### src/rtl/cmpbr_pkg.sv
package cmpbr_pkg;
   localparam int FLAG_W   = 5;
   localparam int F_GT     = 0;
   localparam int F_LT     = 1;
   localparam int F_EQ     = 2;
   localparam int F_GTU    = 3;
   localparam int F_LTU    = 4;

   localparam int INSN_W   = 16;
   localparam int SEL_LO   = 10;
   localparam int SEL_W    = 4;
   localparam int FORM_HI  = 15;
   localparam int FORM_LO  = 14;

   typedef enum logic [SEL_W-1:0] {
      SEL_EQ  = 4'd0,
      SEL_NE  = 4'd1,
      SEL_LT  = 4'd2,
      SEL_GT  = 4'd3,
      SEL_LTU = 4'd4,
      SEL_GTU = 4'd5,
      SEL_GE  = 4'd6,
      SEL_LE  = 4'd7,
      SEL_GEU = 4'd8,
      SEL_LEU = 4'd9
   } cond_sel_e;

   localparam int SEL_LAST = 9;
endpackage

### src/rtl/cmpbr_flags.sv
module cmpbr_flags
   import cmpbr_pkg::*;
#(
   parameter int DATA_W = 32
) (
   input  logic              clk,
   input  logic              rst_n,
   input  logic              cmp_req,
   input  logic [DATA_W-1:0] opnd_a,
   input  logic [DATA_W-1:0] opnd_b,
   output logic [FLAG_W-1:0] cc_q
);
   logic [FLAG_W-1:0] cc_d;
   logic              same;
   logic              s_gt;
   logic              u_gt;

   assign same = (opnd_a == opnd_b);
   assign s_gt = ($signed(opnd_a) > $signed(opnd_b));
   assign u_gt = (opnd_a > opnd_b);

   always_comb begin
      cc_d = '0;
      if (same) begin
         cc_d[F_EQ] = 1'b1;
      end else begin
         cc_d[F_GT]  = s_gt;
         cc_d[F_LT]  = ~s_gt;
         cc_d[F_GTU] = u_gt;
         cc_d[F_LTU] = ~u_gt;
      end
   end

   always_ff @(posedge clk or negedge rst_n) begin
      if (!rst_n)
         cc_q <= '0;
      else if (cmp_req)
         cc_q <= cc_d;
   end
endmodule

### src/rtl/cmpbr_cond.sv
module cmpbr_cond
   import cmpbr_pkg::*;
(
   input  logic [FLAG_W-1:0] cc,
   input  logic [SEL_W-1:0]  sel,
   output logic              hit,
   output logic              bad
);
   always_comb begin
      hit = 1'b0;
      bad = 1'b0;
      case (sel)
         SEL_EQ:  hit = cc[F_EQ];
         SEL_NE:  hit = ~cc[F_EQ];
         SEL_LT:  hit = cc[F_LT];
         SEL_GT:  hit = cc[F_GT];
         SEL_LTU: hit = cc[F_LTU];
         SEL_GTU: hit = cc[F_GTU];
         SEL_GE:  hit = cc[F_GT]  | cc[F_EQ];
         SEL_LE:  hit = cc[F_LT]  | cc[F_EQ];
         SEL_GEU: hit = cc[F_GTU] | cc[F_EQ];
         SEL_LEU: hit = cc[F_LTU] | cc[F_EQ];
         default: bad = 1'b1;
      endcase
   end
endmodule

### src/rtl/cmpbr_target.sv
module cmpbr_target
   import cmpbr_pkg::*;
#(
   parameter int ADDR_W = 32,
   parameter int OFFS_W = 10
) (
   input  logic              clk,
   input  logic              rst_n,
   input  logic              br_req,
   input  logic              is_branch,
   input  logic              hit,
   input  logic              bad,
   input  logic [OFFS_W-1:0] offs,
   input  logic [ADDR_W-1:0] cur_pc,
   output logic [ADDR_W-1:0] pc_next,
   output logic              br_taken,
   output logic              ill_insn
);
   localparam int EXT_W = ADDR_W - OFFS_W - 1;

   logic [ADDR_W-1:0] disp;
   logic [ADDR_W-1:0] seq_pc;
   logic [ADDR_W-1:0] jmp_pc;
   logic [ADDR_W-1:0] pc_d;
   logic              tk_d;
   logic              il_d;

   generate
      if (EXT_W > 0) begin : g_sext
         assign disp = {{EXT_W{offs[OFFS_W-1]}}, offs, 1'b0};
      end else begin : g_trunc
         assign disp = {offs[ADDR_W-2:0], 1'b0};
      end
   endgenerate

   assign seq_pc = cur_pc + ADDR_W'(2);
   assign jmp_pc = seq_pc + disp;

   always_comb begin
      pc_d = pc_next;
      tk_d = 1'b0;
      il_d = 1'b0;
      if (br_req) begin
         if (!is_branch) begin
            pc_d = seq_pc;
         end else if (bad) begin
            pc_d = cur_pc;
            il_d = 1'b1;
         end else if (hit) begin
            pc_d = jmp_pc;
            tk_d = 1'b1;
         end else begin
            pc_d = seq_pc;
         end
      end
   end

   always_ff @(posedge clk or negedge rst_n) begin
      if (!rst_n) begin
         pc_next  <= '0;
         br_taken <= 1'b0;
         ill_insn <= 1'b0;
      end else begin
         pc_next  <= pc_d;
         br_taken <= tk_d;
         ill_insn <= il_d;
      end
   end
endmodule

### src/rtl/cmpbr_unit.sv
module cmpbr_unit
   import cmpbr_pkg::*;
#(
   parameter int DATA_W = 32,
   parameter int ADDR_W = 32,
   parameter int OFFS_W = 10
) (
   input  logic              clk,
   input  logic              rst_n,
   input  logic              cmp_req,
   input  logic [DATA_W-1:0] opnd_a,
   input  logic [DATA_W-1:0] opnd_b,
   input  logic              br_req,
   input  logic [INSN_W-1:0] br_insn,
   input  logic [ADDR_W-1:0] cur_pc,
   output logic [FLAG_W-1:0] cc_q,
   output logic              br_taken,
   output logic [ADDR_W-1:0] pc_next,
   output logic              ill_insn
);
   generate
      if (DATA_W < 2) begin : g_bad_data
         $error("cmpbr_unit: DATA_W must be at least 2");
      end
      if (ADDR_W < 4) begin : g_bad_addr
         $error("cmpbr_unit: ADDR_W must be at least 4");
      end
      if (OFFS_W < 1 || OFFS_W > SEL_LO) begin : g_bad_offs
         $error("cmpbr_unit: OFFS_W must fit below the selector field");
      end
   endgenerate

   logic              is_branch;
   logic              hit;
   logic              bad;
   logic [SEL_W-1:0]  sel;

   assign is_branch = br_insn[FORM_HI] & br_insn[FORM_LO];
   assign sel       = br_insn[SEL_LO +: SEL_W];

   cmpbr_flags #(.DATA_W(DATA_W)) u_flags (
      .clk     (clk),
      .rst_n   (rst_n),
      .cmp_req (cmp_req),
      .opnd_a  (opnd_a),
      .opnd_b  (opnd_b),
      .cc_q    (cc_q)
   );

   cmpbr_cond u_cond (
      .cc  (cc_q),
      .sel (sel),
      .hit (hit),
      .bad (bad)
   );

   cmpbr_target #(.ADDR_W(ADDR_W), .OFFS_W(OFFS_W)) u_target (
      .clk       (clk),
      .rst_n     (rst_n),
      .br_req    (br_req),
      .is_branch (is_branch),
      .hit       (hit),
      .bad       (bad),
      .offs      (br_insn[OFFS_W-1:0]),
      .cur_pc    (cur_pc),
      .pc_next   (pc_next),
      .br_taken  (br_taken),
      .ill_insn  (ill_insn)
   );
endmodule

### config.mk
export PLATFORM = sky130hd
export DESIGN_NAME = cmpbr_unit
export DESIGN_NICKNAME = d
export VERILOG_FILES = /design/src/rtl/cmpbr_pkg.sv /design/src/rtl/cmpbr_flags.sv /design/src/rtl/cmpbr_cond.sv /design/src/rtl/cmpbr_target.sv /design/src/rtl/cmpbr_unit.sv
export SDC_FILE = /design/constraint.sdc
export NUM_CORES = 1
export LEC_CHECK = 0
export BUFFER_PORTS_ARGS = -buffer_cell sky130_fd_sc_hd__buf_2
export CAP_MARGIN = 20
export CORE_ASPECT_RATIO = 0.5
export CORE_MARGIN = 3
export CORE_UTILIZATION = 59
export DETAILED_ROUTE_END_ITERATION = 10
export MAX_ROUTING_LAYER = met4
export PLACE_DENSITY = 0.93
export SYNTH_ARGS = -nofsm -noshare
export SYNTH_HDL_FRONTEND = slang
export SYNTH_HIERARCHICAL = 1
export SYNTH_SLANG_ARGS = --single-unit
### constraint.sdc
create_clock -name clk -period 5 [get_ports clk]
set_input_delay 1.25 -clock clk [delete_from_list [all_inputs] [get_ports clk]]
set_output_delay 1.25 -clock clk [all_outputs]
set_load 0.005 [all_outputs]
==> summary.md <==
| Metric | Value |
|---|---|
| Setup crit end kind | flop |
| Yosys warning total | 6 |
| Async set-reset flop share out of synthesis | 100% |
| Reg2reg start | u_flags/cc_q[2] |
| Hold wc startpoint | u_target/pc_next[6] |
| R2R depth | 9 |
| Die Ht | 74.7 um |
| CP arrival | 4.83 ns |
| Global route hottest layer | met2 |
| Most used cell, CP | nand2_1 |
| Initial antenna violation count | 0 |
| Max-cap violation count | 0 |
| RSZ-0062 raised after global routing | false |
| Status | finished clean |
| Share of Yosys cell area claimed by the top area cell type | 17.5% |
| Largest net degree at the start of global routing | 40 |
| Setup TNS | 0 ns |
| Die Wd | 143 um |
| Largest fanout on the critical path | 7 |
| CTS tree | done |
| Period Utilization, post-route | 92.5% |
| Worst skew pair latency | 0.29 ns |
| Minimum clock period | 4.63 ns |
| Fillers | 696 |
| Worst-Margin Slew | 0.969 ns |
| Distinct cells, synth | 88 |
| M1 GR Usage | 44.4% |
| Register area share after synthesis | 17.5% |
| Crit-path cells | buf_2 > nand4_4 > nor3_1 > and3_1 > nand2_1 > xnor2_1 > ha_1 > nand2_1 > a21oi_1 > nor2_1 > or4_1 > a31oi_2 > o21ai_0 > and4b_1 > a211oi_2 |
| Setup violation total in the final timing report | 0 |
| Syn avg cell area | 7.86 um^2 |
| CTS Hold Bufs | 0 |
| Drt total wl | 18300 um |
| # diodes | 0 |
| Post-synth top cells | 71 x ha_1, 63 x nor2_1, 59 x nand2_1 |
| Lkg Pwr | 3.27 nW |
| IO Pins | 155 |
| Vias | 6292 |
| Synth Net Count | 897 |
| Crit path to | u_target/pc_next[31] |
| Global-route wire length before repair | 29000 um |
| Fmax | 216 MHz |
| Residual DRC | 0 |
| DR pass1 iterations | 5 |
| Routed WL per cell | 18.8 um |
| Reg2reg end | u_target/pc_next[10] |
| Routing usage on met2 | 55.7% |
| Clock root buffer | clkbuf_16 |
| Top cell type by total area after synthesis | dfrtp_1 |
| Maximum vdd drop | 122 uV |
| R2r setup slk | 1.69 ns |
| Setup Skew | 0.00475 ns |
| Worst Hold Class | flop to flop |
| Vias per inst | 6.48 |
| #FFs+latches synth | 39 |
| Setup bufs post-CTS | 0 |
| Crit path launch | cur_pc[3] |
| CTS clock-pin slew for the worst setup and hold paths | 0.06 ns |
| Final Max Slew Viols | 0 |
| CTS Buf Count | 5 |
| Area growth syn-to-layout | 18.2% |
| Post-synth EDFFs | 0 |
| Initial core utilization | 62.3% |
| Data required, critical path | 5.20 ns |
| PortBufs | 154 |
| Most frequent cell after synthesis | ha_1 |
| Post-CTS sizing | 0 |
| Critical Path Source Type | primary input |
| PwrDens | 208 nW/um^2 |
| Clock Path Buffers | 2 |
| Ys flop type | dfrtp_1 |
| Routability congestion estimate | 1.02 |
| Met3 usage | 6.22% |
| Leading post-synthesis cells by cell area | dfrtp_1 18%, ha_1 16%, a21oi_1 4.7% |
| Post-DP HPWL | 14100 um |
| Critical Path Max Stage Delay | 0.51 ns |
| Post-synthesis cell count | 709 |
| Initial DRC Count | 810 |
| Total gr overflow | 0 |
| Vias in the first global route | 6039 |
| Die ar. | 10700 um^2 |
| Layout cells sized above 1 | 23.9% |
| Slowest CP cell | or4_1 |
| Core ar. | 8950 um^2 |
| Hold Vio Cnt, Final | 0 |
| Nets@finish | 1041 |
| Cell row count | 24 |
| Global Route Usage Sum | 34.7% |
| Netlist Area Pre-Place | 5570 um^2 |
| Routed Antenna Nets | 0 |
| H-tree Lvls | 2 |
| Worst Setup Path Type | primary input to flop |
| Power Total | 1.37 mW |
| Sink Count | 39 |
| Relative max-transition margin | 35.4% |
[stage by stage]
stage | instances | area [um^2] | hold WS [ns] | setup slack, ns | utilization (%)
final | 971 | 6590 | 0.479 | 0.374 | 73.6
after global routing | 971 | 6590 | 0.503 | 0.200 | 73.6
after CTS | 971 | 6590 | 0.482 | 0.555 | 73.6
after detailed placement | 963 | 6420 | 0.467 | 0.299 | 71.7
after global placement | 963 | 6420 | 0.464 | 0.387 | 71.7
after floorplan | 709 | 5570 | 0.477 | 0.704 | -
[critical path: cells and delay by family]
family / cells / cell delay [ns]
adder cells (fa/ha/maj): 1 / 0.25
AO/OA/AOI/OAI: 4 / 0.74
buffers and inverters: 1 / 0.17
AND/OR/NAND/NOR: 8 / 1.97
XOR/XNOR: 1 / 0.45
[flip-flops by register name, summed over array words and instances (netlist names)]
register and flops:
u_target/ill_insn 1, u_target/br_taken 1, u_target/pc_next 32, u_flags/cc_q 5
[worst min path at each step]
stage / endpoint / slack [ns] / cells past startpoint
floorplan: u_target/pc_next[6] / 0.48 / 1
global placement: u_target/pc_next[6] / 0.46 / 1
detailed placement: u_target/pc_next[6] / 0.47 / 1
CTS: u_target/pc_next[6] / 0.48 / 1
global route: u_target/pc_next[6] / 0.50 / 1
finish: u_target/pc_next[6] / 0.48 / 1
[power by group]
part           internal, mW  leakage (nW)  switching (mW)
registers             0.354         0.460          0.0261
logic                 0.253          2.73           0.354
clock network         0.238        0.0804           0.146
total                 0.844          3.27           0.526
[layer usage]
metal  up-vias  share of wire [%]
li1       2919                  -
met1      2893                 40
met2       393                 45
met3        87                 11
met4         0                3.4
met5         -                  0
[cells in the final DEF (no fill, tap or decap), drive strengths merged, types with 6 or more instances in the layout]
cell type  netlist  final
a211oi          12     12
a21o            24     24
a21oi           52     52
a221oi          10     10
a31oi           12     12
and3             8      8
buf             11    160
dfrtp           39     39
ha              71     71
inv             58     59
nand2           59     59
nand3           22     22
nand4           19     19
nor2            67     67
nor3            15     15
o21a             6      6
o21ai           48     48
o22ai           10     10
xnor2           28     28
xor2            23     23
[cells by family after synthesis]
kind of cell	Yosys count	synth area share, %
compound gates	234	28.9
xor+xnor	51	8.15
fa+ha+maj	72	16.3
buf+inv	81	6.04
flops	39	17.5
mux	5	0.965
simple gates	227	22.1
[area by class of cell]
class	count	area [um^2]	share of cell area, %
Sequential cell	39	976	14.8
Tap cell	117	146	2.22
Inverter	58	218	3.30
Timing Repair Buffer	160	816	12.4
Clock inverter	3	46.3	0.703
Multi-Input combinational cell	589	4260	64.7
Clock buffer	5	125	1.90
(Power assumes the default switching activity.)
